===== config.mk =====
export PLATFORM = sky130hd
export DESIGN_NAME = usb_rx_deframer
export DESIGN_NICKNAME = d
export VERILOG_FILES = /design/src/rtl/usb_deframer_pkg.sv /design/src/rtl/usb_deframer_hdr.sv /design/src/rtl/usb_deframer_obuf.sv /design/src/rtl/usb_rx_deframer.sv
export SDC_FILE = /design/constraint.sdc
export NUM_CORES = 1
export LEC_CHECK = 0
export BUFFER_PORTS_ARGS = -buffer_cell sky130_fd_sc_hd__buf_2
export CAP_MARGIN = 10
export CORE_MARGIN = 10
export CORE_UTILIZATION = 45
export CTS_BUF_LIST = sky130_fd_sc_hd__clkbuf_8
export DETAILED_ROUTE_END_ITERATION = 16
export HOLD_SLACK_MARGIN = 0.03
export PLACE_DENSITY_LB_ADDON = 0.08
export SLEW_MARGIN = 5
export SYNTH_ARGS = -nofsm -noshare
export SYNTH_HDL_FRONTEND = slang
export SYNTH_SLANG_ARGS = --single-unit

===== constraint.sdc =====
create_clock -name clk_i -period 2.7 [get_ports clk_i]
set_input_delay 0.135 -clock clk_i [delete_from_list [all_inputs] [get_ports clk_i]]
set_output_delay 0.135 -clock clk_i [all_outputs]
set_load 0.01 [all_outputs]

===== src/rtl/usb_deframer_pkg.sv =====
`timescale 1ns/1ps
package usb_deframer_pkg;
  typedef enum logic [1:0] {ST_HDR, ST_PAY, ST_PAD, ST_DROP} dfr_state_e;
  localparam int unsigned HDR_BYTES = 4;
endpackage


===== src/rtl/usb_deframer_hdr.sv =====
`timescale 1ns/1ps
// Captures header bytes 0..2; byte 3 is checked as it arrives.
module usb_deframer_hdr #(
  parameter int unsigned LEN_W = 11
) (
  input  logic             clk_i,
  input  logic             rst_ni,
  input  logic             cap_i,
  input  logic [1:0]       idx_i,
  input  logic [7:0]       byte_i,
  input  logic [LEN_W-1:0] max_len_i,
  output logic [LEN_W-1:0] len_o,
  output logic             pair_ok_o,
  output logic             fits_o
);
  localparam int unsigned HI_W = LEN_W - 8;

  logic [7:0]      len_lo_q, chk_lo_q;
  logic [HI_W-1:0] len_hi_q;
  logic [LEN_W-1:0] chk;

  always_ff @(posedge clk_i or negedge rst_ni) begin
    if (!rst_ni) begin
      len_lo_q <= '0;
      len_hi_q <= '0;
      chk_lo_q <= '0;
    end else if (cap_i) begin
      case (idx_i)
        2'd0:    len_lo_q <= byte_i;
        2'd1:    len_hi_q <= byte_i[HI_W-1:0];
        2'd2:    chk_lo_q <= byte_i;
        default: ;
      endcase
    end
  end

  assign len_o     = {len_hi_q, len_lo_q};
  assign chk       = {byte_i[HI_W-1:0], chk_lo_q};
  assign pair_ok_o = &(chk ^ len_o);
  assign fits_o    = len_o <= max_len_i;
endmodule


===== src/rtl/usb_deframer_obuf.sv =====
`timescale 1ns/1ps
// One-entry output register with backpressure.
module usb_deframer_obuf #(
  parameter int unsigned DATA_W = 8
) (
  input  logic              clk_i,
  input  logic              rst_ni,
  input  logic              push_i,
  input  logic [DATA_W-1:0] data_i,
  input  logic              last_i,
  input  logic              ready_i,
  output logic              valid_o,
  output logic [DATA_W-1:0] data_o,
  output logic              last_o,
  output logic              free_o
);
  assign free_o = !valid_o || ready_i;

  always_ff @(posedge clk_i or negedge rst_ni) begin
    if (!rst_ni) begin
      valid_o <= 1'b0;
      data_o  <= '0;
      last_o  <= 1'b0;
    end else if (push_i) begin
      valid_o <= 1'b1;
      data_o  <= data_i;
      last_o  <= last_i;
    end else if (ready_i) begin
      valid_o <= 1'b0;
    end
  end

  a_r8_push_has_room: assert property (@(posedge clk_i) disable iff (!rst_ni)
    push_i |-> free_o);
  a_r8_stall_holds: assert property (@(posedge clk_i) disable iff (!rst_ni)
    (valid_o && !ready_i) |=> (valid_o && $stable(data_o) && $stable(last_o)));
endmodule


===== src/rtl/usb_rx_deframer.sv =====
`timescale 1ns/1ps
module usb_rx_deframer
  import usb_deframer_pkg::*;
#(
  parameter int unsigned LEN_W = 11
) (
  input  logic             clk_i,
  input  logic             rst_ni,
  input  logic [LEN_W-1:0] max_len_i,
  input  logic             in_valid_i,
  input  logic [7:0]       in_data_i,
  input  logic             in_last_i,
  output logic             in_ready_o,
  output logic             m_tvalid_o,
  input  logic             m_tready_i,
  output logic [7:0]       m_tdata_o,
  output logic             m_tlast_o,
  output logic             err_hdr_o,
  output logic             err_len_o,
  output logic             err_xfer_o
);
  localparam logic [1:0]       LAST_IDX = 2'(HDR_BYTES - 1);
  localparam logic [LEN_W-1:0] ONE      = LEN_W'(1);

  dfr_state_e       state_q, state_d;
  logic [1:0]       idx_q;
  logic [LEN_W-1:0] rem_q, hdr_len;
  logic             odd_q, pair_ok, fits, slot_free;
  logic             acc, hdr_done, push, push_last;
  logic             e_hdr, e_len, e_xfer;

  assign in_ready_o = (state_q == ST_PAY) ? slot_free : 1'b1;
  assign acc        = in_valid_i && in_ready_o;
  assign hdr_done   = acc && (state_q == ST_HDR) && (idx_q == LAST_IDX) && !in_last_i;

  usb_deframer_hdr #(.LEN_W(LEN_W)) u_hdr (
    .clk_i, .rst_ni,
    .cap_i     (acc && (state_q == ST_HDR)),
    .idx_i     (idx_q),
    .byte_i    (in_data_i),
    .max_len_i (max_len_i),
    .len_o     (hdr_len),
    .pair_ok_o (pair_ok),
    .fits_o    (fits)
  );

  usb_deframer_obuf #(.DATA_W(8)) u_obuf (
    .clk_i, .rst_ni,
    .push_i  (push),
    .data_i  (in_data_i),
    .last_i  (push_last),
    .ready_i (m_tready_i),
    .valid_o (m_tvalid_o),
    .data_o  (m_tdata_o),
    .last_o  (m_tlast_o),
    .free_o  (slot_free)
  );

  always_comb begin
    state_d   = state_q;
    push      = 1'b0;
    push_last = 1'b0;
    e_hdr     = 1'b0;
    e_len     = 1'b0;
    e_xfer    = 1'b0;
    unique case (state_q)
      ST_HDR: if (acc) begin
        if (in_last_i) e_xfer = 1'b1;             // too few bytes left for a header
        else if (idx_q == LAST_IDX) begin
          if (!pair_ok) begin
            e_hdr = 1'b1; state_d = ST_DROP;
          end else if (!fits) begin
            e_len = 1'b1; state_d = ST_DROP;
          end else if (hdr_len != '0) begin
            state_d = ST_PAY;
          end
        end
      end
      ST_PAY: if (acc) begin
        push      = 1'b1;
        push_last = (rem_q == ONE) || in_last_i;
        if (rem_q != ONE) begin
          if (in_last_i) begin
            e_len = 1'b1; state_d = ST_HDR;       // truncated payload
          end
        end else if (!odd_q) begin
          state_d = ST_HDR;
        end else if (in_last_i) begin
          e_xfer = 1'b1; state_d = ST_HDR;        // pad missing
        end else begin
          state_d = ST_PAD;
        end
      end
      ST_PAD:  if (acc) state_d = ST_HDR;
      ST_DROP: if (acc && in_last_i) state_d = ST_HDR;
      default: state_d = ST_HDR;
    endcase
  end

  always_ff @(posedge clk_i or negedge rst_ni) begin
    if (!rst_ni) begin
      state_q    <= ST_HDR;
      idx_q      <= '0;
      rem_q      <= '0;
      odd_q      <= 1'b0;
      err_hdr_o  <= 1'b0;
      err_len_o  <= 1'b0;
      err_xfer_o <= 1'b0;
    end else begin
      state_q    <= state_d;
      err_hdr_o  <= e_hdr;
      err_len_o  <= e_len;
      err_xfer_o <= e_xfer;
      if (acc && (state_q == ST_HDR))
        idx_q <= (in_last_i || idx_q == LAST_IDX) ? 2'd0 : idx_q + 2'd1;
      if (hdr_done) begin
        rem_q <= hdr_len;
        odd_q <= hdr_len[0];
      end else if (push) begin
        rem_q <= rem_q - ONE;
      end
    end
  end

  a_r9_single_err: assert property (@(posedge clk_i) disable iff (!rst_ni)
    $onehot0({err_hdr_o, err_len_o, err_xfer_o}));
  a_r8_stall_only_payload: assert property (@(posedge clk_i) disable iff (!rst_ni)
    !in_ready_o |-> (state_q == ST_PAY && m_tvalid_o));
  a_r4_payload_count_live: assert property (@(posedge clk_i) disable iff (!rst_ni)
    (state_q == ST_PAY) |-> (rem_q != '0));
  a_r2_hdr_err_drops: assert property (@(posedge clk_i) disable iff (!rst_ni)
    err_hdr_o |-> (state_q == ST_DROP));
  a_r6_xfer_err_rearms: assert property (@(posedge clk_i) disable iff (!rst_ni)
    err_xfer_o |-> (state_q == ST_HDR && idx_q == 2'd0));
endmodule


After elaboration in Yosys (flattened, before gate mapping)
Index checks and enable logic that the tools add are counted.

word-level totals
  flip-flop bits (word level) = 48
  output and inout bits = 14
  logic and storage cells = 96

cells by class
  $add $sub $neg = 2
  $lt $le $gt $ge = 1
  equality and inequality tests = 16
  muxes and demuxes = 43
  bitwise operators = 1
  reduce and logical (&&, ||, !) cells = 20

operators with widths
  kind                                                    count
  two-way mux 2 bit                                       14
  two-way mux 1 bit                                       24
  two-way mux 11 bit                                      2
  == test 11 x 1 -> 1 bit, second input constant          1
  <= comparator 11 bit                                    1
  inequality test 11 x 1 -> 1 bit, second input constant  1
  AND reduction 11 bit                                    1
  nonzero test 11 bit                                     1
  subtractor 11 x 1 -> 11 bit, second input constant      1
  bitwise XOR 11 bit                                      1
  inequality test 2 bit, second input constant            5
  == test 2 bit, second input constant                    4
  case mux 2 bit (4 select lines)                         1
  AND reduction 8 bit                                     1
  AND reduction 2 bit                                     3
  logical AND 1 bit                                       5
  == test 2 x 1 -> 1 bit, second input constant           2
  logical NOT 2 bit                                       2
  inequality test 4 x 3 -> 1 bit, second input constant   1
  case mux 1 bit (2 select lines)                         2
  nonzero test 2 bit                                      2
  logical OR 1 bit                                        3
  inequality test 3 bit, second input constant            1
  adder 2 x 1 -> 2 bit, second input constant             1
  2 further kinds                                         3

Depth between registers and ports, before layout
Gate-level depths: netlist (run 1).

  depth in word-level cells = 8
  depth in mapped cells = 8
  gate-level depth less buffers = 7

Cells and area by module
A second synthesis (run 1) with hierarchy kept.

unflattened totals
  cell total of the unflattened synthesis = 247
  area, all modules = 2673.8 µm²

by module, submodules not included
  module             times used  cells an instance  area each (µm²)
  usb_rx_deframer    1           130                1144.8
  usb_deframer_hdr   1           95                 1119.8
  usb_deframer_obuf  1           22                 409.1

Worst setup path before layout (run 1)
Ideal clock, no wire load.

  path type = reg2reg
  from = register u_hdr.len_hi_q[0]
  to = register err_len_o
  library setup time = 0.123 ns
  arrival = 1.879 ns
  data required time = 2.577 ns
  path slack = 0.699 ns
  cell stages (with the launch flop) = 7
  buffers on the path = 0
  cell sequence = dfrtp_1 > ha_1 > a211oi_1 > nor2_1 > a2111oi_0 > nor4bb_1 > o221a_2

on the way
  word-level cells in the longest chain between the ends = 7

RTL lines
  element                                                            RTL line                                        source
  from (decl)                                                        usb_deframer_hdr.sv:19                          logic [HI_W-1:0] len_hi_q;
  from (signal assigned)                                             usb_deframer_hdr.sv:30                          2'd1: len_hi_q <= byte_i[HI_W-1:0];
  <= comparator 11 bit / bitwise XOR 11 bit (equally long branches)  usb_deframer_hdr.sv:40, usb_deframer_hdr.sv:39
  two-way mux 1 bit / AND reduction 11 bit (equally long branches)   usb_rx_deframer.sv:72, usb_deframer_hdr.sv:39
  two-way mux 1 bit (*)                                              usb_rx_deframer.sv:70                           if (!pair_ok) begin
  two-way mux 1 bit (*)                                              usb_rx_deframer.sv:69                           else if (idx_q == LAST_IDX) begin
  two-way mux 1 bit (*)                                              usb_rx_deframer.sv:68                           if (in_last_i) e_xfer = 1'b1;
  two-way mux 1 bit (*)                                              usb_rx_deframer.sv:67                           ST_HDR: if (acc) begin
  case mux 1 bit (2 select lines) (*)                                usb_rx_deframer.sv:66                           unique case (state_q)
  net e_len                                                          usb_rx_deframer.sv:30                           logic e_hdr, e_len, e_xfer;
  to (signal assigned)                                               usb_rx_deframer.sv:112                          err_len_o <= e_len;
  to (decl)                                                          usb_rx_deframer.sv:19                           output logic err_len_o,

The timed path passes the listed nets; every way through them passes the cells marked *.
A chain may end at the register's enable or synchronous reset.

Final worst setup path (run 1)
  from = register u_hdr.len_lo_q[4]
  to = register err_len_o

on the way
  word-level cells in the longest chain between the ends = 7

RTL lines
  element                                                            RTL line                                        source
  from (decl)                                                        usb_deframer_hdr.sv:18                          logic [7:0] len_lo_q, chk_lo_q;
  from (signal assigned)                                             usb_deframer_hdr.sv:29                          2'd0: len_lo_q <= byte_i;
  <= comparator 11 bit / bitwise XOR 11 bit (equally long branches)  usb_deframer_hdr.sv:40, usb_deframer_hdr.sv:39
  two-way mux 1 bit / AND reduction 11 bit (equally long branches)   usb_rx_deframer.sv:72, usb_deframer_hdr.sv:39
  two-way mux 1 bit (*)                                              usb_rx_deframer.sv:70
  two-way mux 1 bit (*)                                              usb_rx_deframer.sv:69
  two-way mux 1 bit (*)                                              usb_rx_deframer.sv:68
  two-way mux 1 bit (*)                                              usb_rx_deframer.sv:67
  case mux 1 bit (2 select lines) (*)                                usb_rx_deframer.sv:66
  net e_len                                                          usb_rx_deframer.sv:30

Marks and branches as above.

==> results.tsv, run 1 <==
metric	value	unit
TritonCTS clock tree	built	
Total GRT Usage	0.146	
Routed WL per cell	16.6	um
max frequency	0.473	GHz
Synth Area in XOR/XNOR	0.0432	
R2R depth	7	
Ys Warns	0	
clk buf depth	2	
WS Path Type	register to register	
Die X	96.5	um
Slew headroom	0.630	
post-route cell area	3020	um^2
Clk pwr share	0.161	
Compound-Gate Fraction of Synth Area	0.106	
Core Area	5610	um^2
Psw	0.00111	W
Post-DP Area	2910	um^2
Critical Path AT	2.31	ns
most frequent cells after synthesis	nand2_1 (50), dfrtp_1 (48), inv_1 (18), mux2_2 (18), ha_1 (17)	
FF-to-FF End	err_len_o	
worst flop-to-flop path startpoint	u_hdr.len_lo_q[4]	
number of flops mapped to enable cells by yosys	0	
Startpoint Class	register	
Seq pwr share	0.478	
DR vias/cell	5.40	
HP Class	input pin to register	
setup violators final	0	
total CTS buffers	5	
top-count cell post-synth	nand2_1	
Clock Skews	0.00698	ns
share of layout cells above drive strength 1	0.245	
largest net degree at the start of global routing	26	
simple-gate share of the synthesized area	0.198	
drt total wl	6.29	mm
Avg Cell Area, Syn	10.1	um^2
I/O Buffers	37	
Clk Latency, worst-skew pair	0.31	ns
adder-cell share of the synthesized area	0.0807	
mapped cell area	2640	um^2
clk sink count	48	
Max Transition Viols Final	0	
leading area contributor after synthesis	dfrtp_1	
total grt overflow	0	
worst slew pin tran	0.555	ns
I/O pin total	38	
Critical Path RT	2.89	ns
logic gate share of total power	0.361	
switch share	0.387	
total number of vias	2040	
crit path capture	err_len_o	
crit path max fanout	5	
die area	9320	um^2
r2r setup slk	0.58	ns
Final period util	0.784	
outcome	completed	
RSZ-0062 raised after global routing	false	
Initial Utilization	0.470	
CP startpoint	u_hdr.len_lo_q[4]	
sequential element share of the synthesized area	0.456	
final RePlAce weighted congestion	0.817	
First-pass DRT Iterations	4	
Seq cells post-synth	48	
async set-reset flop share out of synthesis	1.00	
# DRC	0	
initial antenna violation count	0	
Final nets	346	
worst vdd ir	0.449	mV
clk slew on worst S/H paths	0.09	ns
share of the synthesized area in the top cell type	0.456	
fin util	0.538	
Yosys cell types	49	
final hold vios	0	
CTS H-tree depth	2	
minimum clock period	2.12	ns
Synth area leaders	dfrtp_1 (46%), ha_1 (8.1%), mux2_2 (7.7%)	
LEAKAGE	1.46	nW
antenna viol nets, final	0	
number of global-route vias before repair	2111	
Die Span Y	96.5	um
row cnt	27	
first-pass GRT wire length	10.5	mm
internal power	0.00176	W
Fillers	538	
Initial DRC Count	95	
max-cap viol count	0	
Root Buffer	clkbuf_8	
number of diodes	0	
largest family of logic cells by synthesized area	simple AND/OR/NAND/NOR gates	
Most used DFF post-synth	dfrtp_1	
Syn Nets	303	
Setup TNS Final	0	ns
Syn Inst Count	262	
post-synthesis mux area share	0.0769	
post-DP HPWL	4.84	mm
pwr/cell area	953	nW/um^2
Crit. End Element	register	
Layout area overhead	14.6	%
[how the worst min path moves through the flow]
stage	startpoint	endpoint	slack, ns	cells after the start
2_1_floorplan	rst_ni	err_hdr_o	-0.16	0
3_3_place_gp	rst_ni	u_obuf.last_o	0.16	1
3_5_place_dp	rst_ni	u_obuf.last_o	0.16	1
4_1_cts	in_data_i[7]	u_obuf.data_o[7]	0.04	3
5_1_grt	in_data_i[5]	u_obuf.data_o[5]	0.05	3
6_report	in_data_i[6]	u_obuf.data_o[6]	0.04	3
[routing by layer]
metal	wire length, um	global-route usage
met1	2910	0.185
met5	0	0
met4	72	0.0448
met3	249	0.0308
met2	3060	0.243
[critical path: stages (launching register included)]
cell	delay [ns]
dfrtp_1	0.45
ha_1	0.31
a21oi_1	0.15
o21ai_0	0.12
a2111oi_0	0.48
buf_4	0.20
nor4bb_1	0.05
o221a_2	0.24
[final cells by class]
class,count,area [um^2],area share
well taps,72,90.1,0.0298
repair buffers,43,233,0.0771
inverters,18,67.6,0.0224
flip-flops and latches,48,1200,0.398
multi-input cells,189,1330,0.441
clock buffers,6,82.6,0.0274
clock inverters,2,13.8,0.00456
[cell families after synthesis]
family / count (synthesis)
buf+inv: 25
compound gates: 41
fa+ha+maj: 17
mux: 18
xor+xnor: 13
simple gates: 100
flops: 48
[placed cells by master (no fill, tap or decap), types with 2 or more instances in the layout]
cell,Yosys,final
nor4_1,4,4
ha_1,17,17
nand3_1,8,8
o21ai_0,11,11
inv_1,18,18
o211a_1,2,2
mux2_2,18,18
nand2b_1,2,2
a21oi_1,6,6
a211oi_1,2,2
dfrtp_1,48,48
nand4_1,4,4
and2_1,3,3
buf_4,1,5
o211ai_1,7,7
clkbuf_8,0,6
nand2_1,50,50
nor2_1,9,9
a31oi_1,2,2
buf_2,4,37
o311ai_0,2,2
xor2_1,12,12
nor3_1,4,4
[power by group through the flow]
stage	combinational [W]	sequential [W]	clock [W]
after floorplan	0.000763	0.00131	0
after global placement	0.00102	0.00138	0
after detailed placement	0.00105	0.00139	0
after CTS	0.00106	0.00137	0.000471
after global routing	0.00120	0.00142	0.000508
final	0.00104	0.00138	0.000462
[registers in the layout, indices dropped and copies added, names as in the netlist]
signal and cells:
u_obuf.last_o 1, err_hdr_o 1, state_q 2, u_hdr.len_hi_q 3
err_len_o 1, u_obuf.data_o 8, u_hdr.len_lo_q 8, idx_q 2
rem_q 11, err_xfer_o 1, odd_q 1, u_obuf.valid_o 1
u_hdr.chk_lo_q 8
[what timing repair did]
item,4_1_cts,5_1_grt
hold buffers,1,0
hold endpoints to repair,23,0
resized for setup,0,0
setup buffers,0,0
[metrics by stage]
step | total power (W) | cells | setup WS (ns) | hold WS, ns
6_report | 0.00288 | 378 | 0.584 | 0.0445
5_1_grt | 0.00313 | 378 | 0.465 | 0.0549
4_1_cts | 0.00290 | 378 | 0.625 | 0.0407
3_5_place_dp | 0.00244 | 369 | 0.645 | 0.162
3_3_place_gp | 0.00240 | 369 | 0.713 | 0.159
2_1_floorplan | 0.00208 | 262 | 0.699 | -0.161
No activity file was read; power rests on OpenSTA's default activity.
==> run 2, diff against run 1 <==
Settings changed: ABC_AREA set to 1.
Clock period 2.7 ns to 2 ns, I/O delays scaled along.
==> run 2 against run 1 <==
Global-route usage increased by 0.36 points. First-iteration DRC count rose by 21%. Design area rose by 7.5%. Sequential cell count unchanged. Via count increased by 21%. Area after synthesis is 7.9% higher. Register-to-register slack got worse by 0.34 ns. Critical path depth grew 5. Critical path type unchanged. Highest routed layer unchanged.
==> results.tsv, run 2 <==
metric	value	unit
outcome	completed	
Synth area leaders	dfrtp_1 (42%), nand2_1 (13%), inv_1 (8.3%)	
worst slew pin tran	0.635	ns
HP Class	input pin to register	
async set-reset flop share out of synthesis	1.00	
Clock Skews	0.00829	ns
Slew headroom	0.577	
Seq cells post-synth	48	
Seq pwr share	0.396	
Synth Area in XOR/XNOR	0.0216	
Final period util	0.878	
Hold WS	0.0543	ns
Critical Path RT	2.21	ns
CP cell instances	ha_1, nand2_1, inv_1, nand2_1, nor2_1, nand4_1, nand2_1, nand3_1, nand2_2, inv_1, nand2_1, nand2_1	
Total GRT Usage	0.149	
Root Buffer	clkbuf_8	
number of global-route vias before repair	2430	
Critical Path AT	1.96	ns
post-route cell area	3250	um^2
most frequent cells in the layout	nand2_1 (102), inv_1 (63), dfrtp_1 (47), nor2_1 (43), buf_2 (37)	
clk buf depth	2	
Yosys cell types	29	
largest net degree at the start of global routing	49	
Die X	99.5	um
Syn Nets	421	
CP max stage delay	0.47	ns
total CTS buffers	5	
share of layout cells above drive strength 1	0.155	
Crit path top cell by count	nand2_1	
Avg Cell Area, Syn	7.48	um^2
Compound-Gate Fraction of Synth Area	0.113	
Die Span Y	99.5	um
first-pass GRT wire length	12.1	mm
Buf/Inv on CP	2	
Layout area overhead	14.2	%
simple-gate share of the synthesized area	0.270	
Top delay family on crit path	simple AND/OR/NAND/NOR gates	
Startpoint Class	register	
setup violators final	0	
I/O pin total	38	
post-DP HPWL	5.41	mm
DR vias/cell	4.91	
# DRC	0	
LEAKAGE	1.83	nW
switch share	0.448	
Clk Latency, worst-skew pair	0.31	ns
RSZ-0062 raised after global routing	false	
Syn Inst Count	380	
post-synthesis mux area share	0	
internal power	0.00247	W
number of flops mapped to enable cells by yosys	0	
max-cap viol count	0	
Core Area	6030	um^2
share of the synthesized area in the top cell type	0.423	
Routed WL per cell	13.8	um
Initial Utilization	0.472	
number of diodes	0	
fin util	0.539	
Clk pwr share	0.142	
TritonCTS clock tree	built	
Top reg by flops	rem_q	
Post-DP Area	3140	um^2
Initial DRC Count	115	
final hold vios	0	
Crit. End Element	register	
commonest non-fill, non-tap cell in the layout	nand2_1	
row cnt	28	
drt total wl	6.95	mm
initial antenna violation count	0	
total number of vias	2467	
top-count cell post-synth	nand2_1	
crit path max fanout	6	
sequential element share of the synthesized area	0.423	
worst flop-to-flop path startpoint	u_hdr.len_hi_q[0]	
clk sink count	48	
I/O Buffers	37	
worst vdd ir	0.571	mV
clk slew on worst S/H paths	0.10	ns
CP startpoint	u_hdr.len_hi_q[0]	
most frequent cells after synthesis	nand2_1 (102), inv_1 (63), dfrtp_1 (48)	
CTS H-tree depth	2	
Ys Warns	0	
Final Total Pwr	0.00447	W
Max Transition Viols Final	0	
logic gate share of total power	0.463	
Worst path slowest cell	dfrtp_1	
leading area contributor after synthesis	dfrtp_1	
Largest register FFs	11	
final RePlAce weighted congestion	0.890	
mapped cell area	2840	um^2
First-pass DRT Iterations	4	
pwr/cell area	1380	nW/um^2
max frequency	0.569	GHz
adder-cell share of the synthesized area	0.0748	
Fillers	626	
Most used DFF post-synth	dfrtp_1	
worst hold start	in_data_i[4]	
Setup TNS Final	0	ns
Psw	0.00200	W
die area	9900	um^2
largest family of logic cells by synthesized area	simple AND/OR/NAND/NOR gates	
total grt overflow	0	
minimum clock period	1.76	ns
WS Path Type	register to register	
antenna viol nets, final	0	
Final nets	467	
==> run 2: cell types whose count changed in the layout (fill, tap and decap cells not counted), moves of 6 or more <==
cell | before | now
o21ai_0 | 11 | 17
nand2_1 | 50 | 102
nor2_1 | 9 | 43
inv_1 | 18 | 63
xor2_1 | 12 | 5
mux2_2 | 18 | 0
o21ai_1 | 1 | 18
==> run 2: final timing paths <==
path,endpoint,slack [ns],cells past startpoint
worst max-delay path,state_q[1],0.24,12
worst min-delay path,u_hdr.len_lo_q[4],0.05,3
worst max register to register,state_q[1],0.24,12
worst min register to register,u_obuf.data_o[7],0.49,2
max in group asynchronous,u_hdr.len_hi_q[2],1.13,3
min in group asynchronous,rem_q[6],0.40,3
==> run 2: power groups by stage <==
| stage | clock network, W | registers (W) | logic, W |
|---|---|---|---|
| 6_report | 0.000633 | 0.00177 | 0.00207 |
| 3_5_place_dp | 0 | 0.00178 | 0.00208 |
| 5_1_grt | 0.000681 | 0.00184 | 0.00244 |
| 3_3_place_gp | 0 | 0.00176 | 0.00204 |
| 4_1_cts | 0.000647 | 0.00176 | 0.00209 |
| 2_1_floorplan | 0 | 0.00176 | 0.00146 |
==> run 2: worst reg2reg max path, delay by kind of cell, from the launching register on <==
family | cells | cell delay (ns)
AND/OR/NAND/NOR | 9 | 0.76
flip-flops | 1 | 0.47
adder cells (fa/ha/maj) | 1 | 0.33
buffers and inverters | 2 | 0.09
==> run 2: layout make-up <==
class | instances | area [um^2] | share of cell area
sequential | 48 | 1200 | 0.370
clock inverter | 2 | 15.0 | 0.00463
timing repair buffer | 43 | 233 | 0.0717
multi-input combinational | 260 | 1360 | 0.419
clock buffer | 6 | 82.6 | 0.0254
tap | 75 | 93.8 | 0.0289
inverter | 68 | 258 | 0.0794
==> run 2: per-layer routing <==
metal	global-route usage	share of wire
met2	0.238	0.47
met1	0.196	0.49
met3	0.0360	0.034
met5	0	0
met4	0.0397	0.0088
==> run 2: cell families (layout without fill, tap and decap cells) <==
logic type	after synthesis	count (layout)
simple gates	180	180
buf+inv	72	119
compound gates	56	56
flops	48	48
fa+ha+maj	17	17
xor+xnor	7	7
==> run 2: metrics by stage <==
step | std cells | setup WS (ns)
2_1_floorplan | 380 | 0.461
4_1_cts | 502 | 0.233
6_report | 502 | 0.244
3_5_place_dp | 493 | 0.264
5_1_grt | 502 | 0.00270
3_3_place_gp | 493 | 0.354
==> run 2: repair_timing <==
item	CTS	global route
gates resized for setup	0	1
endpoints found under the setup margin	0	1
hold endpoints to repair	48	0
buffers inserted	0	0
hold buffers	1	0
